### src/rtl/i2c_reg_pkg.sv
package i2c_reg_pkg;
    localparam int BYTE_W = 8;

    typedef enum logic [3:0] {
        ST_IDLE,
        ST_ADDR,
        ST_ADDR_ACK,
        ST_PTR,
        ST_PTR_ACK,
        ST_WDATA,
        ST_WDATA_ACK,
        ST_RDATA,
        ST_RACK,
        ST_WAIT_STOP
    } xfer_state_t;
endpackage

### src/rtl/i2c_line_sync.sv
module i2c_line_sync #(
    parameter int STAGES = 2
) (
    input  logic clk,
    input  logic rst_n,
    input  logic line_i,
    output logic line_s
);
    logic [STAGES-1:0] chain;

    // Bus lines idle high, so reset to 1 avoids false edges.
    always_ff @(posedge clk or negedge rst_n) begin
        if (!rst_n) chain <= '1;
        else        chain <= {chain[STAGES-2:0], line_i};
    end

    assign line_s = chain[STAGES-1];
endmodule

### src/rtl/i2c_cond_detect.sv
module i2c_cond_detect (
    input  logic clk,
    input  logic rst_n,
    input  logic scl_s,
    input  logic sda_s,
    output logic scl_rise,
    output logic scl_fall,
    output logic start_det,
    output logic stop_det
);
    logic scl_q, sda_q;

    always_ff @(posedge clk or negedge rst_n) begin
        if (!rst_n) begin
            scl_q <= 1'b1;
            sda_q <= 1'b1;
        end else begin
            scl_q <= scl_s;
            sda_q <= sda_s;
        end
    end

    assign scl_rise  = scl_s & ~scl_q;
    assign scl_fall  = ~scl_s & scl_q;
    assign start_det = scl_s & scl_q & sda_q & ~sda_s;
    assign stop_det  = scl_s & scl_q & ~sda_q & sda_s;
endmodule

### src/rtl/i2c_xfer_fsm.sv
module i2c_xfer_fsm
    import i2c_reg_pkg::*;
#(
    parameter logic [6:0] DEV_ADDR = 7'b1000100,
    parameter int         AW       = 8
) (
    input  logic              clk,
    input  logic              rst_n,
    input  logic              scl_s,
    input  logic              sda_s,
    input  logic              scl_rise,
    input  logic              scl_fall,
    input  logic              start_det,
    input  logic              stop_det,
    input  logic [BYTE_W-1:0] rf_rd_data,
    output logic              sda_oe,
    output logic [AW-1:0]     rf_addr,
    output logic              rf_wr_en,
    output logic [BYTE_W-1:0] rf_wr_data
);
    localparam int CNT_W = $clog2(BYTE_W + 1);
    localparam logic [CNT_W-1:0] LAST_BIT = CNT_W'(BYTE_W);

    xfer_state_t       state;
    logic [CNT_W-1:0]  cnt;
    logic [BYTE_W-1:0] sh;
    logic [BYTE_W-1:0] tx;
    logic [AW-1:0]     ptr;
    logic              rw;
    logic              m_ack;
    logic              rx_done;

    assign rx_done = scl_fall && (cnt == LAST_BIT);
    assign rf_addr = ptr;

    // State register and datapath
    always_ff @(posedge clk or negedge rst_n) begin
        if (!rst_n) begin
            state      <= ST_IDLE;
            cnt        <= '0;
            sh         <= '0;
            tx         <= '0;
            ptr        <= '0;
            rw         <= 1'b0;
            m_ack      <= 1'b0;
            rf_wr_en   <= 1'b0;
            rf_wr_data <= '0;
        end else begin
            rf_wr_en <= 1'b0;
            if (rf_wr_en) ptr <= ptr + 1'b1;
            if (stop_det) begin
                state <= ST_IDLE;
            end else if (start_det) begin
                state <= (state == ST_IDLE) ? ST_ADDR : ST_WAIT_STOP;
                cnt   <= '0;
            end else begin
                unique case (state)
                    ST_IDLE, ST_WAIT_STOP: ;
                    ST_ADDR: begin
                        if (scl_rise) begin
                            sh  <= {sh[BYTE_W-2:0], sda_s};
                            cnt <= cnt + 1'b1;
                        end else if (rx_done) begin
                            cnt <= '0;
                            if (sh[BYTE_W-1:1] == DEV_ADDR) begin
                                state <= ST_ADDR_ACK;
                                rw    <= sh[0];
                            end else begin
                                state <= ST_WAIT_STOP;
                            end
                        end
                    end
                    ST_PTR: begin
                        if (scl_rise) begin
                            sh  <= {sh[BYTE_W-2:0], sda_s};
                            cnt <= cnt + 1'b1;
                        end else if (rx_done) begin
                            cnt   <= '0;
                            ptr   <= AW'(sh);
                            state <= ST_PTR_ACK;
                        end
                    end
                    ST_WDATA: begin
                        if (scl_rise) begin
                            sh  <= {sh[BYTE_W-2:0], sda_s};
                            cnt <= cnt + 1'b1;
                        end else if (rx_done) begin
                            cnt        <= '0;
                            rf_wr_en   <= 1'b1;
                            rf_wr_data <= sh;
                            state      <= ST_WDATA_ACK;
                        end
                    end
                    ST_ADDR_ACK: begin
                        if (scl_fall) begin
                            cnt <= '0;
                            if (rw) begin
                                state <= ST_RDATA;
                                tx    <= rf_rd_data;
                                ptr   <= ptr + 1'b1;
                            end else begin
                                state <= ST_PTR;
                            end
                        end
                    end
                    ST_PTR_ACK, ST_WDATA_ACK: begin
                        if (scl_fall) state <= ST_WDATA;
                    end
                    ST_RDATA: begin
                        if (scl_fall) begin
                            tx <= {tx[BYTE_W-2:0], 1'b0};
                            if (cnt == LAST_BIT - 1'b1) begin
                                cnt   <= '0;
                                state <= ST_RACK;
                            end else begin
                                cnt <= cnt + 1'b1;
                            end
                        end
                    end
                    ST_RACK: begin
                        if (scl_rise) begin
                            m_ack <= ~sda_s;
                        end else if (scl_fall) begin
                            if (m_ack) begin
                                state <= ST_RDATA;
                                tx    <= rf_rd_data;
                                ptr   <= ptr + 1'b1;
                            end else begin
                                state <= ST_WAIT_STOP;
                            end
                        end
                    end
                endcase
            end
        end
    end

    // Output decode
    always_comb begin
        unique case (state)
            ST_ADDR_ACK, ST_PTR_ACK, ST_WDATA_ACK: sda_oe = 1'b1;
            ST_RDATA:                              sda_oe = ~tx[BYTE_W-1];
            default:                               sda_oe = 1'b0;
        endcase
    end

    assert_pull_scl_low_R5: assert property (@(posedge clk) disable iff (!rst_n)
        $rose(sda_oe) |-> !scl_s);

    assert_wr_pulse_single_R4: assert property (@(posedge clk) disable iff (!rst_n)
        rf_wr_en |=> !rf_wr_en);

    assert_ptr_advance_R4: assert property (@(posedge clk) disable iff (!rst_n)
        rf_wr_en |=> (rf_addr == AW'($past(rf_addr) + 1'b1)));

    assert_abort_on_start_R8: assert property (@(posedge clk) disable iff (!rst_n)
        (start_det && !stop_det && state != ST_IDLE) |=> state == ST_WAIT_STOP);

    assert_hold_until_stop_R8: assert property (@(posedge clk) disable iff (!rst_n)
        (state == ST_WAIT_STOP && !stop_det) |=> state == ST_WAIT_STOP);

    assert_stop_to_idle_R10: assert property (@(posedge clk) disable iff (!rst_n)
        stop_det |=> state == ST_IDLE);
endmodule

### src/rtl/i2c_reg_target.sv
module i2c_reg_target
    import i2c_reg_pkg::*;
#(
    parameter logic [6:0] DEV_ADDR    = 7'b1000100,
    parameter int         AW          = 8,
    parameter int         SYNC_STAGES = 2
) (
    input  logic              clk,
    input  logic              rst_n,
    input  logic              scl_i,
    input  logic              sda_i,
    output logic              sda_oe,
    output logic [AW-1:0]     rf_addr,
    output logic              rf_wr_en,
    output logic [BYTE_W-1:0] rf_wr_data,
    input  logic [BYTE_W-1:0] rf_rd_data
);
    localparam int NLINES = 2;

    logic [NLINES-1:0] raw_lines;
    logic [NLINES-1:0] sync_lines;
    logic scl_rise, scl_fall, start_det, stop_det;

    assign raw_lines = {sda_i, scl_i};

    for (genvar g = 0; g < NLINES; g++) begin : g_sync
        i2c_line_sync #(.STAGES(SYNC_STAGES)) u_sync (
            .clk    (clk),
            .rst_n  (rst_n),
            .line_i (raw_lines[g]),
            .line_s (sync_lines[g])
        );
    end

    i2c_cond_detect u_cond (
        .clk       (clk),
        .rst_n     (rst_n),
        .scl_s     (sync_lines[0]),
        .sda_s     (sync_lines[1]),
        .scl_rise  (scl_rise),
        .scl_fall  (scl_fall),
        .start_det (start_det),
        .stop_det  (stop_det)
    );

    i2c_xfer_fsm #(.DEV_ADDR(DEV_ADDR), .AW(AW)) u_fsm (
        .clk        (clk),
        .rst_n      (rst_n),
        .scl_s      (sync_lines[0]),
        .sda_s      (sync_lines[1]),
        .scl_rise   (scl_rise),
        .scl_fall   (scl_fall),
        .start_det  (start_det),
        .stop_det   (stop_det),
        .rf_rd_data (rf_rd_data),
        .sda_oe     (sda_oe),
        .rf_addr    (rf_addr),
        .rf_wr_en   (rf_wr_en),
        .rf_wr_data (rf_wr_data)
    );
endmodule

### config.mk
export PLATFORM = sky130hd
export DESIGN_NAME = i2c_reg_target
export DESIGN_NICKNAME = d
export VERILOG_FILES = /design/src/rtl/i2c_reg_pkg.sv /design/src/rtl/i2c_line_sync.sv /design/src/rtl/i2c_cond_detect.sv /design/src/rtl/i2c_xfer_fsm.sv /design/src/rtl/i2c_reg_target.sv
export SDC_FILE = /design/constraint.sdc
export NUM_CORES = 1
export LEC_CHECK = 0
export ABC_AREA = 0
export BUFFER_PORTS_ARGS = -buffer_cell sky130_fd_sc_hd__clkbuf_2
export CAP_MARGIN = 20
export CORE_MARGIN = 2
export CORE_UTILIZATION = 30
export DETAILED_ROUTE_END_ITERATION = 8
export PLACE_DENSITY = 0.57
export SLEW_MARGIN = 20
export SYNTH_ARGS = -nofsm -noshare
export SYNTH_HDL_FRONTEND = slang
export SYNTH_SLANG_ARGS = --single-unit
### constraint.sdc
create_clock -name clk -period 2.7 [get_ports clk]
set_input_delay 0.135 -clock clk [delete_from_list [all_inputs] [get_ports clk]]
set_output_delay 0.135 -clock clk [all_outputs]
set_load 0.1 [all_outputs]
* Word-level counts from Yosys, hierarchy flattened
Cells that the tools add are included.
** Cells by class
- Eq/ne operators :: 32
- Reduce and logical (&&, ||, !) cells :: 15
- Multiplexer cells :: 50
- Bitwise gates (word level) :: 15
- $add $sub $neg :: 2
** Operator list (count)
- $mux 8 :: 16
- $mux 4 :: 23
- $pmux 8 s3 :: 2
- $ne 4x3->1 const B :: 8
- $pmux 4 s7 :: 1
- $eq 4x3->1 const B :: 5
- $ne 4x4->1 const B :: 4
- $reduce_and 13->1 :: 1
- $pmux 4 s3 :: 1
- $ne 2x1->1 const B :: 5
- $reduce_and 5->1 :: 2
- $reduce_and 9->1 :: 1
- $reduce_bool 9->1 :: 1
- $add 8x1->8 const B :: 1
- $eq 4x2->1 const B :: 2
- $eq 4x4->1 const B :: 2
- $not 1->1 :: 8
- $reduce_and 4->1 :: 2
- $and 1x1->1 :: 7
- $eq 7x7->1 const B :: 1
- $ne 3x2->1 const B :: 2
- $reduce_and 6->1 :: 1
- $reduce_or 3->1 :: 2
- $mux 1 :: 5
- 11 further kinds :: 11
** Storage, ports and cells
- Output and inout bits :: 18
- Flip-flop bits (word level) :: 49
- Word-level logic and storage cells :: 127
- Bits of input ports :: 12

* Longest topological paths before layout
Gate-level depths: netlist of run 1.
- Word-level depth :: 8
- Depth in mapped cells :: 8
- Depth with buffers taken out :: 7

* Modules after synthesis
Synthesis of run 1 repeated with hierarchy kept, for this count alone.
** Unflattened totals
- Cell total of the unflattened synthesis :: 299
- Area total of the unflattened synthesis :: 3096.7 um^2
** By module, submodules not included
- i2c_xfer_fsm :: seq. area each 1076.0 um^2, area each 2906.5 um^2, instances 1, cells each 289
- i2c_line_sync :: seq. area each 52.6 um^2, area each 52.6 um^2, instances 2, cells each 2
- i2c_cond_detect :: seq. area each 52.6 um^2, area each 85.1 um^2, instances 1, cells each 6

* Worst setup path after synthesis of run 1
Ideal clock, no wire load.
- Kind :: flip-flop to output port
- Start point :: register u_fsm.state[1]
- End point :: output port sda_oe
- Data required time :: 2.565 ns
- Data arrival time :: 2.377 ns
- Cell stages (with the launch flop) :: 6
- Path buffers :: 2
- Path slack :: 0.188 ns
- Cell sequence :: dfrtp_1 -> buf_6 -> clkbuf_1 -> nor2_1 -> o22a_1 -> nor2_1
** Between the ends
- Longest elaborated chain between the ends :: 3
- Elaborated cells on any way between the ends :: 6
- Those cells by class :: eq/ne (4); mux (1); reduce/logical (1)
** Ends and longest elaborated chain
- from (decl) :: line i2c_xfer_fsm.sv:24 : xfer_state_t state;
- from (signal assigned) :: line i2c_xfer_fsm.sv:54 : state <= (state == ST_IDLE) ? ST_ADDR : ST_WAIT_STOP;
- $eq 4x2->1 or $eq 4x3->1 (tied branches) :: line i2c_xfer_fsm.sv:140 : unique case (state)
- $reduce_or 3->1 :: line i2c_xfer_fsm.sv:140
- $pmux 1 s2 (*) :: line i2c_xfer_fsm.sv:140
- to (decl) :: line i2c_reg_target.sv:12 : output logic sda_oe,
Every way passes the cells marked *; elsewhere a longest branch is shown, timed or not.

* Worst setup path in the final report of run 1
- Start point :: register u_fsm.state[2]
- End point :: output port sda_oe
Same word-level chain as after synthesis.

==> flow_metrics.tcl, run 1 <==
set metrics [dict create \
    status "complete, no violations" \
    areaGrowthSynthToFinish_pct 13.34 \
    worst_r2r_endpoint "u_fsm.rf_addr[1]" \
    grt_overflow_total 0 \
    ioPinCount 30 \
    total_nets_final 334 \
    r2r_setup_slack_ns 0.45 \
    timing.hold.worst_endpoint "u_fsm.tx[0]" \
    cp-startpoint "u_fsm.state[2]" \
    layout_cell_share_with_drive_strength_beyond_1_pct 26.25 \
    preCtsSetupSlack_ns 0.4563 \
    final_design_area_no_fill_sq_mm 0.003273 \
    timing.max_slew.rel_slack_pct 54.82 \
    timing.final.max_slew_violations 0 \
    worst_path_max_delay_cell "sky130_fd_sc_hd__dfrtp_1" \
    grt_pass1_wl_um 11060 \
    cts_tree "yes" \
    clk_latency_ns 0.30 \
    grt_setup_unrepaired "no" \
    clkSlewWorstSetupHoldPaths_ns 0.09 \
    timing_hold_violations_final 0 \
    ys_async_sr_fraction_pct 100.0 \
    die_height_um 102.1 \
    synth_area_per_cell_sq_um 10.10 \
    maximum_number_of_pins_on_one_net_before_global_route_repair 31 \
    route.vias.total 2301 \
    dpl-instance-area_sq_mm 0.003156 \
    cts.root.buffer_cell "sky130_fd_sc_hd__clkbuf_8" \
    drt_iter0_drc 265 \
    clock_h_tree_levels 2 \
    synth_ff_type "sky130_fd_sc_hd__dfrtp_1" \
    yosys_warnings 0 \
    yosysMostFrequentCell "sky130_fd_sc_hd__dfrtp_1" \
    core_region_area_sq_mm 0.009284 \
    cts_hold_repair.buffers 3 \
    powerDensity_mw_per_mm2 771.2 \
    first_global_vias 2139 \
    initial_antenna_violation_count 0 \
    rr_startpoint "u_fsm.state[2]" \
    detailedRoute.firstPassIterationCount 5 \
    detailed_place_hpwl_um 4852 \
    avgRoutedWirePerCell_um 14.71 \
    cp_top_family "flip-flops" \
    synth-edff-count 0 \
    cts_buf_count 5 \
    min_from "rf_rd_data[0]" \
    yosys_register_bits 49 \
    insertedDiodeCount 0 \
    worst-endpoint-arrival_ns 2.14 \
    final-setup-viol-count 0 \
    cap_viol_max_count 0 \
    max_fclk_mhz 439.9 \
    timing_worst_slew_pin_value_ns 0.6776 \
    max-clock-path-buffers 2 \
    post-synth-top-area-cell "sky130_fd_sc_hd__dfrtp_1" \
    period_share_pct 84.20 \
    setup.worst_path.class "register to output pin" \
    crit_fanout 19 \
    grt_usage_pct 13.45 \
    leakage_nw 1.388 \
    synth_seq_area_share_pct 42.72 \
    fin_crit_ns 2.273 \
    worst_r2r_path_depth 5 \
    die_ar_sq_mm 0.01043 \
    clock-skew-final_ns 0.007489 \
    core.rowCount 35 \
    critPathBufInv 1 \
    worst_ir_drop_vdd_v 0.0002899 \
    synthesis.area_sq_mm 0.002888 \
    p_total_mw 2.524 \
    setup_tns_ns 0 \
    crit_path_cell_trace "nand2_1, o22a_1, nor2_1, clkbuf_2" \
    synth.distinct_cells 71 \
    routed_wl_um 6604 \
    synth_area_leaders "sky130_fd_sc_hd__dfrtp_1, sky130_fd_sc_hd__mux2_2, sky130_fd_sc_hd__dfstp_2, sky130_fd_sc_hd__nand2_1, sky130_fd_sc_hd__nor2_1" \
    cts_resized 0 \
    worst_slack_ns 0.4266 \
    cp_slowest_stage_delay_ns 0.76 \
    cts.sink_count 49 \
    finalWeightedCongestion 0.8571 \
    critical_path.startpoint_type "register" \
    ant_nets 0 \
    synthesized_netlist_net_count 301 \
    endpoint_kind "output pin" \
    floorplan.die.width_um 102.1 \
    hold_path_depth 3 \
    hold_path.class "primary input to register" \
    io_buffers 29 \
    timing.critical_path.required_ns 2.57 \
    post-route-drc-count 0 \
    netlist_top_cells_count "sky130_fd_sc_hd__dfrtp_1, sky130_fd_sc_hd__nand2_1, sky130_fd_sc_hd__nor2_1" \
    post_drt_via_cell_ratio 5.125 \
    post-synth-top-area-fraction_pct 37.26 \
    floorplan.initialDensity_pct 31.11 \
    netlist_instances 286 \
    cts_post_setup_buffers_inserted 0 \
]
[cell families (layout without fill, tap and decap cells)]
logic type	Yosys count	count (layout)	share of synthesized area, %
fa+ha+maj	3	3	1.300
mux	21	21	8.059
flops	49	49	42.72
buf+inv	24	58	4.592
compound gates	72	72	18.55
xor+xnor	9	9	2.729
simple gates	108	108	22.05
[routing by layer]
layer / global-route usage, % / routed length (um) / vias to the layer above
met5: 0 / 0 / -
met4: 4.205 / 124 / 0
met3: 2.052 / 294 / 9
met2: 20.55 / 3113 / 69
met1: 19.64 / 3071 / 1093
li1: - / - / 1130
[area by class of cell]
cell class                      count  area [sq um]
Clock inverter                      2         15.01
Fill cell                         985          6011
Inverter                           11         41.29
Tap cell                          129         161.4
Multi-Input combinational cell    213          1521
Timing Repair Buffer               39         227.7
Sequential cell                    49          1234
Clock buffer                        6         72.57
[metrics by stage]
| stage | util, % | hold slack (ns) | cells |
|---|---|---|---|
| 2_1_floorplan | - | -0.1606 | 286 |
| 3_3_place_gp | 33.99 | 0.1538 | 438 |
| 3_5_place_dp | 33.99 | 0.1590 | 438 |
| 4_1_cts | 35.26 | 0.04199 | 449 |
| 5_1_grt | 35.26 | 0.06614 | 449 |
| 6_report | 35.26 | 0.04862 | 449 |
[sequential cells by signal, summed over array words and instances, names as in the netlist]
| signal | cells |
|---|---|
| u_cond.scl_q | 1 |
| u_fsm.rf_wr_en | 1 |
| u_fsm.m_ack | 1 |
| u_fsm.rf_addr | 8 |
| u_fsm.tx | 8 |
| u_fsm.state | 4 |
| u_fsm.rw | 1 |
| u_fsm.cnt | 4 |
| u_cond.sda_q | 1 |
| u_fsm.sh | 8 |
| u_fsm.rf_wr_data | 8 |
| g_sync.u_sync.chain | 4 |
[worst reg2reg max path: stages, from the launching register on]
cell                        delay [ns]
sky130_fd_sc_hd__dfrtp_1          0.62
sky130_fd_sc_hd__nand4bb_4        0.37
sky130_fd_sc_hd__a222oi_1         0.48
sky130_fd_sc_hd__nand3_1          0.24
sky130_fd_sc_hd__a32o_1           0.31
sky130_fd_sc_hd__o21bai_1         0.14
[worst max path at each step]
stage	end	cells after the start
2_1_floorplan	sda_oe	5
3_3_place_gp	u_fsm.rf_addr[1]	5
3_5_place_dp	u_fsm.rf_addr[1]	5
4_1_cts	sda_oe	4
5_1_grt	u_fsm.rf_addr[1]	5
6_report	sda_oe	4
[report_power, final]
group	internal, mW	switching [mW]	leakage (nW)
Clock	0.183	0.254	0.0374
Sequential	0.877	0.243	0.621
Combinational	0.415	0.551	0.730
Total	1.48	1.05	1.39
[placed cells by master (no fill, tap or decap), types with 4 or more instances in the layout]
master	instances
sky130_fd_sc_hd__xnor2_1	4
sky130_fd_sc_hd__nor2_1	19
sky130_fd_sc_hd__inv_1	11
sky130_fd_sc_hd__nand2_1	31
sky130_fd_sc_hd__clkbuf_8	5
sky130_fd_sc_hd__mux2_2	17
sky130_fd_sc_hd__buf_4	7
sky130_fd_sc_hd__nand3b_1	4
sky130_fd_sc_hd__and2_1	4
sky130_fd_sc_hd__nand3_1	4
sky130_fd_sc_hd__a21oi_1	13
sky130_fd_sc_hd__clkbuf_2	29
sky130_fd_sc_hd__nand2b_1	6
sky130_fd_sc_hd__dfrtp_1	43
sky130_fd_sc_hd__a31oi_1	8
sky130_fd_sc_hd__nor3_1	7
sky130_fd_sc_hd__nand4_1	4
sky130_fd_sc_hd__o21ai_0	10
sky130_fd_sc_hd__xor2_1	5
sky130_fd_sc_hd__dfstp_2	6
No activity file was read; power rests on OpenSTA's default activity.
==> run 2, diff against run 1 <==
==> constraint.sdc (replaced) <==
create_clock -name clk -period 2.19 [get_ports clk]
set_input_delay 0.1095 -clock clk [delete_from_list [all_inputs] [get_ports clk]]
set_output_delay 0.1095 -clock clk [all_outputs]
set_load 0.1 [all_outputs]
==> run 2 against run 1 <==
  * Critical path depth rose by 2
  * Worst setup slack worse by 0.29 ns
  * Final area grew 4.7%
  * Clock-buffer cell count down 1
  * Via count is 1.6% higher
  * Critical path type is now register to register
  * Largest cell class unchanged
  * Highest routed layer unchanged
==> flow_metrics.tcl, run 2 (synthesis gave the netlist of run 1 again) <==
set metrics [dict create \
    areaGrowthSynthToFinish_pct 18.63 \
    r2r_setup_slack_ns 0.13 \
    multi_input_comb_area_sq_mm 0.001538 \
    timing.critical_path.required_ns 2.39 \
    floorplan.initialDensity_pct 31.11 \
    timing_worst_slew_pin_value_ns 0.5459 \
    clkSlewWorstSetupHoldPaths_ns 0.10 \
    core.rowCount 35 \
    insertedDiodeCount 0 \
    detailedRoute.firstPassIterationCount 4 \
    setup_tns_ns 0 \
    powerDensity_mw_per_mm2 943.9 \
    grt_overflow_total 0 \
    register_area_sq_mm 0.001235 \
    core_region_area_sq_mm 0.009284 \
    io_buffers 29 \
    worst_ir_drop_vdd_v 0.0004389 \
    initial_antenna_violation_count 0 \
    drt_iter0_drc 271 \
    status "complete, no violations" \
    fin_crit_ns 2.058 \
    timing.final.max_slew_violations 0 \
    avgRoutedWirePerCell_um 14.25 \
    worst-endpoint-arrival_ns 2.26 \
    route.vias.total 2338 \
    final-setup-viol-count 0 \
    final_util_pct 36.90 \
    grt_usage_pct 13.43 \
    period_share_pct 93.96 \
    ioPinCount 30 \
    leakage_nw 1.471 \
    cap_viol_max_count 0 \
    routed_wl_um 6585 \
    clock-skew-final_ns 0.006101 \
    clk_latency_ns 0.31 \
    worst_path_max_delay_cell "sky130_fd_sc_hd__dfrtp_1" \
    hold_path.class "primary input to register" \
    layout_commonest_cell "sky130_fd_sc_hd__dfrtp_1" \
    cp_slowest_stage_delay_ns 0.53 \
    crit_path_cell_trace "buf_4, or3b_1, a211oi_1, nor3_2, nand2_1, mux2_1" \
    detailed_place_hpwl_um 4882 \
    layout_cell_share_with_drive_strength_beyond_1_pct 30.63 \
    max_fclk_mhz 486.0 \
    grt_setup_unrepaired "no" \
    critical_path.startpoint_type "register" \
    filler_cell_count 988 \
    timing.max_slew.rel_slack_pct 63.76 \
    post-route-drc-count 0 \
    finalWeightedCongestion 0.8580 \
    first_global_vias 2249 \
    timing_hold_violations_final 0 \
    grt_pass1_wl_um 11020 \
    setup.worst_path.class "register to register" \
    maximum_number_of_pins_on_one_net_before_global_route_repair 32 \
    ant_nets 0 \
    cts_tree "yes" \
    floorplan.die.width_um 102.1 \
    clock_h_tree_levels 2 \
    die_height_um 102.1 \
    total_nets_final 347 \
    cp-startpoint "u_fsm.state[3]" \
    max-clock-path-buffers 2 \
    die_ar_sq_mm 0.01043 \
    mostFrequentLayoutCells "sky130_fd_sc_hd__dfrtp_1, sky130_fd_sc_hd__nand2_1, sky130_fd_sc_hd__clkbuf_2" \
    cts.root.buffer_cell "sky130_fd_sc_hd__clkbuf_8" \
    cts.sink_count 49 \
    crit_fanout 8 \
    cts_buf_count 5 \
    endpoint_kind "register" \
    min_from "rf_rd_data[0]" \
    rr_startpoint "u_fsm.state[3]" \
    post_drt_via_cell_ratio 5.061 \
]
==> run 2: changes by cell type in the layout (fill, tap and decap cells not counted), sizes merged <==
cell      delta
clkinvlp     -2
buf         +14
clkinv       +1
inv          +2
clkbuf       -2
==> run 2: what timing repair did <==
item	in CTS	in global routing
hold buffers	3	0
endpoints found under the setup margin	0	13
buffers inserted	0	1
hold endpoints to repair	45	0
resized for setup	0	4
==> run 2: metrics by stage <==
step	cell area (sq um)	instances	power, mW	setup slack (ns)	hold WS (ns)
final	3426	462	3.233	0.1324	0.02446
after global routing	3426	462	3.451	0.01485	0.03410
after CTS	3391	461	3.249	0.06698	0.01273
after detailed placement	3263	450	2.647	0.09011	-0.04394
after global placement	3263	450	2.633	0.08976	-0.04844
after floorplan	2890	286	2.319	0.1490	-0.1861
==> run 2: final cells by class <==
| type | count | area share [%] |
|---|---|---|
| clock buffers | 5 | 2.009 |
| clock inverters | 3 | 0.8400 |
| inverters | 11 | 1.205 |
| multi-input cells | 213 | 44.89 |
| flip-flops and latches | 49 | 36.05 |
| well taps | 129 | 4.711 |
| repair buffers | 52 | 10.30 |
==> run 2: critical path, delay by kind of cell (launching register included) <==
family	cells	cell delay, ns
muxes	1	0.33
and+or+nand+nor	3	0.59
buffers and inverters	1	0.21
DFF	1	0.53
AOI/OAI and AO/OA	1	0.28
==> run 2: power by group <==
group	switching, mW	leakage (nW)	internal [mW]
Combinational	0.755	0.801	0.576
Clock	0.347	0.0506	0.240
Sequential	0.231	0.619	1.08
Total	1.33	1.47	1.90
==> run 2: worst paths after layout <==
check,to,cells after the start
worst max-delay path,u_fsm.state[0],6
worst min-delay path,u_fsm.tx[0],3
worst max register to register,u_fsm.state[0],6
worst min register to register,g_sync[1].u_sync.chain[1],0
max in group asynchronous,g_sync[1].u_sync.chain[0],3
min in group asynchronous,u_fsm.tx[3],2
==> run 2: per-layer routing <==
layer  vias to the layer above  global-route usage (%)  part of all wire [%]
met1                      1128                   18.85                    47
met4                         0                   5.128                   1.7
li1                       1143                       -                     -
met3                         9                   2.599                   4.4
met5                         -                       0                     0
met2                        58                   20.55                    47
==> run 3, diff against run 2 <==
--- a/config.mk
+++ b/config.mk
@@ -11,8 +11,8 @@
 export CORE_MARGIN = 2
 export CORE_UTILIZATION = 30
 export DETAILED_ROUTE_END_ITERATION = 8
-export PLACE_DENSITY = 0.57
-export SLEW_MARGIN = 20
+export HOLD_SLACK_MARGIN = 0.05
+export PLACE_DENSITY = 0.5
 export SYNTH_ARGS = -nofsm -noshare
 export SYNTH_HDL_FRONTEND = slang
 export SYNTH_SLANG_ARGS = --single-unit
==> run 3 against run 2 <==
  * Critical path type unchanged
  * Register-to-register slack worse by 0.03 ns
  * Non-clock buffer count up 12
  * Hold slack better by 0.13 ns
  * Worst setup slack worse by 0.026 ns
  * Largest power group unchanged
==> flow_metrics.tcl, run 3 (synthesis gave the netlist of run 1 again) <==
set metrics [dict create \
    timing.critical_path.required_ns 2.40 \
    timing_worst_slew_pin_value_ns 0.5420 \
    avgRoutedWirePerCell_um 14.84 \
    core_region_area_sq_mm 0.009284 \
    clkSlewWorstSetupHoldPaths_ns 0.10 \
    final_util_pct 38.33 \
    setup.worst_path.class "register to register" \
    timing_hold_violations_final 0 \
    drt_iter0_drc 170 \
    grt_usage_pct 14.40 \
    detailedRoute.firstPassIterationCount 4 \
    post-route-drc-count 0 \
    post_drt_via_cell_ratio 5.074 \
    status "complete, no violations" \
    cts.root.buffer_cell "sky130_fd_sc_hd__clkbuf_8" \
    ioPinCount 30 \
    timing.final.max_slew_violations 0 \
    insertedDiodeCount 0 \
    grt_overflow_total 0 \
    timing.max_slew.rel_slack_pct 64.02 \
    worst_ir_drop_vdd_v 0.0003472 \
    core.rowCount 35 \
    floorplan.initialDensity_pct 31.11 \
    routed_wl_um 7032 \
    io_buffers 29 \
    die_height_um 102.1 \
    grt_setup_unrepaired "yes" \
    cts_tree "yes" \
    fin_crit_ns 2.083 \
    powerDensity_mw_per_mm2 941.9 \
    die_ar_sq_mm 0.01043 \
    leakage_nw 1.533 \
    grt_pass1_wl_um 11790 \
    worst-endpoint-arrival_ns 2.29 \
    cts_buf_count 5 \
    period_share_pct 95.12 \
    clk_latency_ns 0.32 \
    initial_antenna_violation_count 0 \
    crit_fanout 13 \
    ant_nets 0 \
    layout_cell_share_with_drive_strength_beyond_1_pct 30.43 \
    critical_path.startpoint_type "register" \
    route.vias.total 2405 \
    maximum_number_of_pins_on_one_net_before_global_route_repair 30 \
    detailed_place_hpwl_um 5176 \
    areaGrowthSynthToFinish_pct 23.22 \
    max_fclk_mhz 480.0 \
    finalWeightedCongestion 0.8716 \
    layout_commonest_cell "sky130_fd_sc_hd__dfrtp_1" \
    cts.sink_count 49 \
    final-setup-viol-count 0 \
    clock-skew-final_ns 0.008228 \
    max-clock-path-buffers 2 \
    floorplan.die.width_um 102.1 \
    cap_viol_max_count 0 \
    first_global_vias 2336 \
    mostFrequentLayoutCells "sky130_fd_sc_hd__dfrtp_1, sky130_fd_sc_hd__nand2_1, sky130_fd_sc_hd__clkbuf_2" \
    p_total_mw 3.352 \
    hold_path.class "primary input to async pin" \
    total_nets_final 359 \
    clock_h_tree_levels 2 \
    endpoint_kind "register" \
]
## run 3: cell count changes in the layout (fill, tap and decap cells not counted)
| cell | previous run | this run |
|---|---|---|
| sky130_fd_sc_hd__buf_12 | 2 | 4 |
| sky130_fd_sc_hd__buf_4 | 19 | 21 |
| sky130_fd_sc_hd__dlygate4sd3_1 | 3 | 11 |
| sky130_fd_sc_hd__nand2b_1 | 5 | 6 |
| sky130_fd_sc_hd__nand2b_2 | 1 | 0 |
## run 3: power breakdown
group / switching [mW] / internal [mW] / leakage (nW) / total, mW
combinational: 0.766 / 0.638 / 0.863 / 1.40
clock: 0.370 / 0.240 / 0.0506 / 0.610
sequential: 0.253 / 1.08 / 0.619 / 1.34
total: 1.39 / 1.96 / 1.53 / 3.35
## run 3: timing repair
item,CTS,global route
endpoints found under the setup margin,0,10
buffers inserted,0,2
hold buffers,11,0
hold endpoints to repair,53,0
resized for setup,0,3
## run 3: stage by stage
stage,std cells,setup TNS (ns),worst slack [ns],instance area [sq um],hold WS (ns)
2_1_floorplan,286,0,0.1490,2890,-0.1861
3_3_place_gp,453,0,0.05625,3311,-0.03921
3_5_place_dp,453,0,0.05484,3311,-0.03609
4_1_cts,472,0,0.04046,3518,0.1555
5_1_grt,474,-0.007301,-0.007301,3558,0.1572
6_report,474,0,0.1069,3558,0.1518
## run 3: worst paths after layout
| kind | startpoint | to | slack, ns | cells after the start |
|---|---|---|---|---|
| max reg2reg | u_fsm.state[3] | u_fsm.state[0] | 0.11 | 6 |
| min reg2reg | g_sync[1].u_sync.chain[0] | g_sync[1].u_sync.chain[1] | 0.36 | 0 |
| max | u_fsm.state[3] | u_fsm.state[0] | 0.11 | 6 |
| max in group asynchronous | rst_n | u_cond.scl_q | 1.39 | 3 |
| min | rst_n | u_fsm.tx[3] | 0.15 | 2 |
| min in group clk | g_sync[1].u_sync.chain[0] | g_sync[1].u_sync.chain[1] | 0.36 | 0 |
## run 3: critical path: stages (launching register included)
cell and delay (ns):
sky130_fd_sc_hd__dfrtp_1 0.57, sky130_fd_sc_hd__buf_12 0.18, sky130_fd_sc_hd__or3b_1 0.37, sky130_fd_sc_hd__a211oi_1 0.29, sky130_fd_sc_hd__nor3_2 0.11, sky130_fd_sc_hd__nand2_1 0.13
sky130_fd_sc_hd__mux2_1 0.33
## run 3: layout make-up
class	count	area (sq um)
Tap cell	129	161.4
Multi-Input combinational cell	213	1535
Clock buffer	5	68.82
Inverter	11	41.29
Timing Repair Buffer	64	488.0
Fill cell	972	5725
Sequential cell	49	1235
Clock inverter	3	28.78
## run 3: metal layers
metal / track usage (%) / vias to the layer above / wire (um)
li1: - / 1168 / -
met3: 2.052 / 12 / 208
met2: 22.01 / 49 / 3284
met5: 0 / - / 0
met4: 6.154 / 0 / 172
met1: 20.40 / 1176 / 3366
